**src/rtl/ddr2_mrs_pkg.sv**
```systemverilog
// Shared types and encodings for the mode register load sequencer.
// Assumes a 14-bit address bus and four loadable registers.
package ddr2_mrs_pkg;
    localparam int ADDR_W = 14;
    localparam int NREG   = 4;

    typedef logic [1:0] bsel_t;

    typedef struct packed {
        logic cs_n;
        logic ras_n;
        logic cas_n;
        logic we_n;
    } cmd_t;

    localparam cmd_t CMD_NOP  = '{cs_n: 1'b0, ras_n: 1'b1, cas_n: 1'b1, we_n: 1'b1};
    localparam cmd_t CMD_LOAD = '{cs_n: 1'b0, ras_n: 1'b0, cas_n: 1'b0, we_n: 1'b0};

    localparam bsel_t SEL_MR   = 2'd0;
    localparam bsel_t SEL_EMR1 = 2'd1;
    localparam bsel_t SEL_EMR2 = 2'd2;
    localparam bsel_t SEL_EMR3 = 2'd3;

    localparam logic [2:0] BL_CODE4 = 3'b010;
    localparam logic [2:0] BL_CODE8 = 3'b011;

    typedef struct packed {
        logic       bl8;
        logic       bt;
        logic [2:0] cl;
        logic       dll_rst;
        logic [2:0] wr;
        logic       pd;
    } mr_cfg_t;
endpackage

```
**src/rtl/ddr2_mr_encode.sv**
```systemverilog
// Builds the complete main mode register image from its fields.
// Assumes: test-mode bit and top address bit are always written as zero.
module ddr2_mr_encode
    import ddr2_mrs_pkg::*;
(
    input  mr_cfg_t             cfg,
    output logic [ADDR_W-1:0]   image
);
    // Place each field at its fixed bit position.
    always_comb begin
        image        = '0;
        image[2:0]   = cfg.bl8 ? BL_CODE8 : BL_CODE4;
        image[3]     = cfg.bt;
        image[6:4]   = cfg.cl;
        image[7]     = 1'b0;
        image[8]     = cfg.dll_rst;
        image[11:9]  = cfg.wr;
        image[12]    = cfg.pd;
        image[13]    = 1'b0;
    end
endmodule

```
**src/rtl/ddr2_mrs_gap.sv**
```systemverilog
// Counts the mode register cycle time after each load.
// Assumes TMRD >= 1; done is high when a new command may be issued.
module ddr2_mrs_gap #(
    parameter int TMRD = 2
) (
    input  logic clk,
    input  logic rst_n,
    input  logic load,
    output logic done
);
    localparam int CW = (TMRD < 2) ? 1 : $clog2(TMRD + 1);

    logic [CW-1:0] cnt;

    // Reload on each load command, then count down to zero.
    always_ff @(posedge clk) begin
        if (!rst_n)
            cnt <= '0;
        else if (load)
            cnt <= CW'(TMRD - 1);
        else if (cnt != '0)
            cnt <= cnt - 1'b1;
    end

    assign done = (cnt == '0);

    AST_NO_EARLY_LOAD: assert property (@(posedge clk) disable iff (!rst_n)
        load |-> done);
endmodule

```
**src/rtl/ddr2_mrs_ctrl.sv**
```systemverilog
// Sequence state: walks the load slots, waits out the final gap, holds ready.
// Assumes go_ok already combines bank-idle and clock-enable history.
module ddr2_mrs_ctrl #(
    parameter int NREG = 4
) (
    input  logic                     clk,
    input  logic                     rst_n,
    input  logic                     go_ok,
    input  logic                     gap_done,
    input  logic                     reprog_req,
    output logic                     issue,
    output logic [$clog2(NREG)-1:0]  slot,
    output logic                     ready
);
    localparam int IW = $clog2(NREG);

    typedef enum logic [1:0] {S_RUN, S_TAIL, S_IDLE} st_t;
    st_t st;

    // A load is issued when running, preconditions hold and the gap expired.
    always_comb issue = (st == S_RUN) && go_ok && gap_done;

    // Advance slots, finish after the last gap, restart on request.
    always_ff @(posedge clk) begin
        if (!rst_n) begin
            st    <= S_RUN;
            slot  <= '0;
            ready <= 1'b0;
        end else begin
            case (st)
                S_RUN: if (issue) begin
                    if (slot == IW'(NREG - 1)) st <= S_TAIL;
                    else                       slot <= slot + 1'b1;
                end
                S_TAIL: if (gap_done) begin
                    st    <= S_IDLE;
                    ready <= 1'b1;
                    slot  <= '0;
                end
                S_IDLE: if (reprog_req) begin
                    st    <= S_RUN;
                    ready <= 1'b0;
                end
                default: st <= S_RUN;
            endcase
        end
    end

    AST_REPROG_DROPS: assert property (@(posedge clk) disable iff (!rst_n)
        (ready && reprog_req) |=> !ready);
    AST_NO_ISSUE_READY: assert property (@(posedge clk) disable iff (!rst_n)
        ready |-> !issue);
endmodule

```
**src/rtl/ddr2_mrs_seq.sv**
```systemverilog
// Top: issues the four register loads after reset and on request.
// Assumes cke mirrors the pin driven to the memory and banks_idle is
// supplied by the bank state tracker. Command pins are registered.
module ddr2_mrs_seq
    import ddr2_mrs_pkg::*;
#(
    parameter int TMRD = 2
) (
    input  logic        clk,
    input  logic        rst_n,
    input  logic        cke,
    input  logic        banks_idle,
    input  logic        reprog_req,
    input  logic [7:0]  order,
    input  logic        bl8,
    input  logic        bt_intlv,
    input  logic [2:0]  cas_lat,
    input  logic        dll_rst,
    input  logic [2:0]  wr_rec,
    input  logic        pd_slow,
    input  logic [13:0] emr1,
    input  logic [13:0] emr2,
    input  logic [13:0] emr3,
    output logic        cs_n,
    output logic        ras_n,
    output logic        cas_n,
    output logic        we_n,
    output logic [1:0]  ba,
    output logic [13:0] addr,
    output logic        ready
);
    localparam int IW = $clog2(NREG);

    logic              cke_q;
    logic              go_ok;
    logic              gap_done;
    logic              issue;
    logic [IW-1:0]     slot;
    bsel_t             sel;
    mr_cfg_t           mr_cfg;
    logic [ADDR_W-1:0] mr_img;
    logic [ADDR_W-1:0] img_sel;
    cmd_t              cmd_q;

    // Remember last cycle's clock-enable level.
    always_ff @(posedge clk) begin
        if (!rst_n) cke_q <= 1'b0;
        else        cke_q <= cke;
    end

    // Preconditions for a load: all banks idle, cke high now and before.
    always_comb go_ok = banks_idle && cke && cke_q;

    // Gather main register fields.
    always_comb mr_cfg = '{bl8: bl8, bt: bt_intlv, cl: cas_lat,
                           dll_rst: dll_rst, wr: wr_rec, pd: pd_slow};

    ddr2_mr_encode u_enc (.cfg(mr_cfg), .image(mr_img));

    ddr2_mrs_gap #(.TMRD(TMRD)) u_gap (
        .clk(clk), .rst_n(rst_n), .load(issue), .done(gap_done)
    );

    ddr2_mrs_ctrl #(.NREG(NREG)) u_ctrl (
        .clk(clk), .rst_n(rst_n), .go_ok(go_ok), .gap_done(gap_done),
        .reprog_req(reprog_req), .issue(issue), .slot(slot), .ready(ready)
    );

    // Look up the register targeted by the current slot.
    always_comb sel = order[{slot, 1'b0} +: 2];

    // Pick the image for the selected register.
    always_comb begin
        case (sel)
            SEL_MR:   img_sel = mr_img;
            SEL_EMR1: img_sel = emr1;
            SEL_EMR2: img_sel = emr2;
            default:  img_sel = emr3;
        endcase
    end

    // Register the command, bank address and address onto the pins.
    always_ff @(posedge clk) begin
        if (!rst_n) begin
            cmd_q <= CMD_NOP;
            ba    <= '0;
            addr  <= '0;
        end else if (issue) begin
            cmd_q <= CMD_LOAD;
            ba    <= sel;
            addr  <= img_sel;
        end else begin
            cmd_q <= CMD_NOP;
            ba    <= '0;
            addr  <= '0;
        end
    end

    assign cs_n  = cmd_q.cs_n;
    assign ras_n = cmd_q.ras_n;
    assign cas_n = cmd_q.cas_n;
    assign we_n  = cmd_q.we_n;

    logic load_now;
    assign load_now = !cs_n && !ras_n && !cas_n && !we_n;

    AST_LOAD_NEEDS_IDLE: assert property (@(posedge clk) disable iff (!rst_n)
        load_now |-> $past(banks_idle));
    AST_LOAD_NEEDS_CKE: assert property (@(posedge clk) disable iff (!rst_n)
        load_now |-> ($past(cke) && $past(cke, 2)));
    AST_READY_QUIET: assert property (@(posedge clk) disable iff (!rst_n)
        ready |-> !load_now);
    AST_MR_LEGAL: assert property (@(posedge clk) disable iff (!rst_n)
        (load_now && ba == SEL_MR) |->
        ((addr[2:0] == BL_CODE4 || addr[2:0] == BL_CODE8) && !addr[7] && !addr[13]));

    generate
        if (TMRD > 1) begin : g_spacing
            AST_BACK_TO_BACK: assert property (@(posedge clk) disable iff (!rst_n)
                load_now |=> !load_now);
        end
    endgenerate
endmodule

```
**config.mk**
```make
export PLATFORM = sky130hd
export DESIGN_NAME = ddr2_mrs_seq
export DESIGN_NICKNAME = d
export VERILOG_FILES = /design/src/rtl/ddr2_mrs_pkg.sv /design/src/rtl/ddr2_mr_encode.sv /design/src/rtl/ddr2_mrs_gap.sv /design/src/rtl/ddr2_mrs_ctrl.sv /design/src/rtl/ddr2_mrs_seq.sv
export SDC_FILE = /design/constraint.sdc
export NUM_CORES = 1
export LEC_CHECK = 0
export BUFFER_PORTS_ARGS = -buffer_cell sky130_fd_sc_hd__buf_4
export CORE_ASPECT_RATIO = 1.2
export CORE_UTILIZATION = 42
export CTS_CLUSTER_DIAMETER = 60
export DETAILED_ROUTE_END_ITERATION = 8
export PLACE_DENSITY = 0.81
export SETUP_SLACK_MARGIN = 0.1
export SLEW_MARGIN = 25
export SYNTH_ARGS = -nofsm -noshare
export SYNTH_HDL_FRONTEND = slang
export SYNTH_SLANG_ARGS = --single-unit
export TNS_END_PERCENT = 100
```
**constraint.sdc**
```tcl
create_clock -name clk -period 2.3 [get_ports clk]
set_input_delay 0.345 -clock clk [delete_from_list [all_inputs] [get_ports clk]]
set_output_delay 0.345 -clock clk [all_outputs]
set_load 0.1 [all_outputs]
```
==> impl_metrics.env <==
export IMPL_status="completed"
export IMPL_cts_root_buf="clkbuf_4"
export IMPL_async_flop_share_pct=0
export IMPL_fin_hold_ws_ps=246
export IMPL_diodes=0
export IMPL_totalWireLength_um=3570
export IMPL_synth_top_cell_by_area="dfxtp_1"
export IMPL_slowest_stage="mux4_2"
export IMPL_final_max_slew_viol_count=0
export IMPL_synth_seq_cells=25
export IMPL_critPathArrivalTime_ps=2070
export IMPL_grtUsageTotal_pct=20.6
export IMPL_io_buffers=84
export IMPL_r2r_start="u_ctrl.slot[0]"
export IMPL_ios=86
export IMPL_cp_end_kind="flip-flop"
export IMPL_crit_family="multiplexers"
export IMPL_drive_gt1_share_pct=45.7
export IMPL_viasPerCell=5.42
export IMPL_detail_route_drc_violations=0
export IMPL_grt_pass1_wl_um=5220
export IMPL_cts_max_level=1
export IMPL_die_h_um=63.8
export IMPL_synth_nets=199
export IMPL_final_net_count=278
export IMPL_cp_max_fo=23
export IMPL_fillers=243
export IMPL_yosysUniqueCellTypes=38
export IMPL_final_min_clock_period_ps=1840
export IMPL_instances_no_fill=246
export IMPL_cts_repair_resized=0
export IMPL_syn2layout_area_growth_pct=48.4
export IMPL_fmax_mhz=544
export IMPL_netlist_area_leader_share_pct=37.4
export IMPL_endpoint="addr[2]"
export IMPL_path_buf_inv=1
export IMPL_dpl_hpwl_um=2800
export IMPL_p_leak_nw=0.974
export IMPL_fin_crit_sh_pct=80.0
export IMPL_syn_inst=132
export IMPL_regToRegEndpoint="addr[2]"
export IMPL_antenna_found_initial=0
export IMPL_holdCritStartpoint="cke"
export IMPL_cts_tree="done"
export IMPL_clk_path_buf_depth=2
export IMPL_syn_area_per_cell_um2=10.1
export IMPL_final_core_util_pct=64.9
export IMPL_grt_ovfl_total=0
export IMPL_yosys_top_cells_area="dfxtp_1 37%, mux2i_1 19%, o22ai_1 4.7%, mux4_2 3.4%, nor2b_1 2.3%"
export IMPL_hold_class="primary input to flip-flop"
export IMPL_dr_pass1_iters=5
export IMPL_rsz0062_at_grt="false"
export IMPL_dieArea_um2=3420
export IMPL_ys_seq_area_share_pct=37.4
export IMPL_rr_worst_depth=4
export IMPL_vias=1333
export IMPL_worstSetupPathType="flip-flop to flip-flop"
export IMPL_synth_edff_count=0
export IMPL_critPathMaxStageDelay_ps=530
export IMPL_path_clk_slew_ps=140
export IMPL_num_rows=22
export IMPL_ir_worst_vdd_uv=374
export IMPL_r2r_slack_ps=460
export IMPL_synth_cell_area_um2=1340
export IMPL_grt_pass1_vias=1246
export IMPL_grt_max_degree=24
export IMPL_final_seq_area_um2=500
export IMPL_cp_data_required_time_ps=2530
export IMPL_core_area_um2=3060
export IMPL_synth_warnings=0
export IMPL_dp_cells=240
export IMPL_finClkSkew_ps=5.94
export IMPL_routabilityCongestion=0.793
export IMPL_fin_setup_tns_ps=0
export IMPL_clock_sinks=25
export IMPL_first_iter_violations=31
export IMPL_post_drt_wl_per_cell_um=14.5
export IMPL_multi_input_area_um2=722
export IMPL_postLayoutCellArea_um2=1980
export IMPL_ant_nets=0
export IMPL_die_x_um=53.5
export IMPL_start_util_pct=43.8
export IMPL_powerDensity_nw_per_um2=569
export IMPL_placed_area_um2=1940
export IMPL_crit_cells=4
export IMPL_final_hold_viol_count=0
export IMPL_worstPathCellList="mux4_2 -> buf_4 -> nand2b_1 -> o32ai_1"
export IMPL_cp_start_kind="flip-flop"
export IMPL_finalSetupViolCount=0
export IMPL_cap_violations=0
export IMPL_cts_buffers_inserted=3
export IMPL_crit_start="u_ctrl.slot[0]"
export IMPL_clk_latency_ps=310
export IMPL_ys_flop_type="dfxtp_1"
==> synth_stat cells (2+ instances only) <==
cell type	number
nand3_1	3
mux2_1	2
nor2b_1	5
ha_1	2
dfxtp_1	25
mux4_2	2
o32ai_1	3
nor2_1	2
buf_2	4
o22ai_1	10
o311ai_0	2
mux2i_1	26
inv_1	6
nor3b_1	2
clkbuf_1	3
buf_6	2
o21ai_0	2
nand2_1	4
o21a_1	2
buf_4	4
nand4_1	2
o221ai_1	2
a21oi_1	2
==> layout by cell type (no fill, tap or decap), drive strengths merged, types with 2 or more instances in the layout <==
| master | netlist | routed |
|---|---|---|
| a21oi | 2 | 2 |
| buf | 10 | 88 |
| clkbuf | 4 | 3 |
| dfxtp | 25 | 25 |
| ha | 2 | 2 |
| inv | 7 | 7 |
| mux2 | 2 | 2 |
| mux2i | 26 | 26 |
| mux4 | 2 | 2 |
| nand2 | 4 | 4 |
| nand3 | 3 | 3 |
| nand4 | 2 | 2 |
| nand4b | 2 | 2 |
| nor2 | 2 | 2 |
| nor2b | 5 | 5 |
| nor3b | 2 | 2 |
| o21a | 2 | 2 |
| o21ai | 2 | 2 |
| o221ai | 2 | 2 |
| o22ai | 10 | 10 |
| o311ai | 2 | 2 |
| o32ai | 3 | 3 |
==> flip-flops by register name, indices dropped and copies added (netlist names) <==
| signal | flops |
|---|---|
| we_n | 1 |
| ba | 2 |
| addr | 14 |
| u_ctrl.slot | 2 |
| u_ctrl.st | 2 |
| cke_q | 1 |
| u_gap.cnt | 2 |
| u_ctrl.ready | 1 |
==> how the worst min path moves through the flow <==
| stage | endpoint | slack [ps] | depth (start not counted) |
|---|---|---|---|
| floorplan | u_gap.cnt[0] | 450 | 2 |
| global placement | u_gap.cnt[0] | 460 | 2 |
| detailed placement | u_gap.cnt[0] | 480 | 2 |
| CTS | cke_q | 240 | 2 |
| finish | cke_q | 250 | 2 |
| global route | cke_q | 250 | 2 |
==> cell type report <==
class,count,area share [%]
Clock buffer,3,1.13
Clock inverter,1,0.378
Inverter,7,1.32
Multi-Input combinational cell,86,36.4
Sequential cell,25,25.2
Tap cell,36,2.27
Timing Repair Buffer,88,33.3
==> routing by layer <==
metal  vias up  GRT usage (%)  routed length (um)
met3         8           2.62                 183
li1        640              -                   -
met1       642           20.8                1310
met4         0           8.55                  86
met2        43           39.7                1990
met5         -              0                   0
==> what timing repair did <==
| item | in CTS | in global routing |
|---|---|---|
| hold buffers | 0 | 0 |
| endpoints found under the hold margin | 0 | 0 |
| endpoints found under the setup margin | 0 | 4 |
| buffers inserted | 0 | 2 |
==> power by group <==
| part | switching (W) | internal, W | total [W] |
|---|---|---|---|
| sequential | 0.0000147 | 0.000459 | 0.000474 |
| combinational | 0.000246 | 0.000210 | 0.000456 |
| clock | 0.000132 | 0.0000662 | 0.000198 |
==> worst register-to-register path, stage by stage, from the launching register on <==
cell      delay, ps
dfxtp_1         520
mux4_2          530
buf_4           250
nand2b_1        220
o32ai_1         230
==> through the flow <==
step,worst slack (ps),power [W]
6_report,461,0.00113
5_1_grt,319,0.00119
4_1_cts,366,0.00113
3_5_place_dp,401,0.000927
3_3_place_gp,531,0.000905
2_1_floorplan,581,0.000790
==> logic make-up (layout without fill, tap and decap cells) <==
family / after synthesis / after routing / synth area share (%)
AND/OR/NAND/NOR: 26 / 26 / 12.9
other: 1 / 1 / 0.280
flip-flops: 25 / 25 / 37.4
adder cells (fa/ha/maj): 2 / 2 / 1.87
multiplexers: 30 / 30 / 24.5
AO/OA/AOI/OAI: 27 / 27 / 14.4
buffers and inverters: 21 / 99 / 8.61
(Power assumes the default switching activity.)
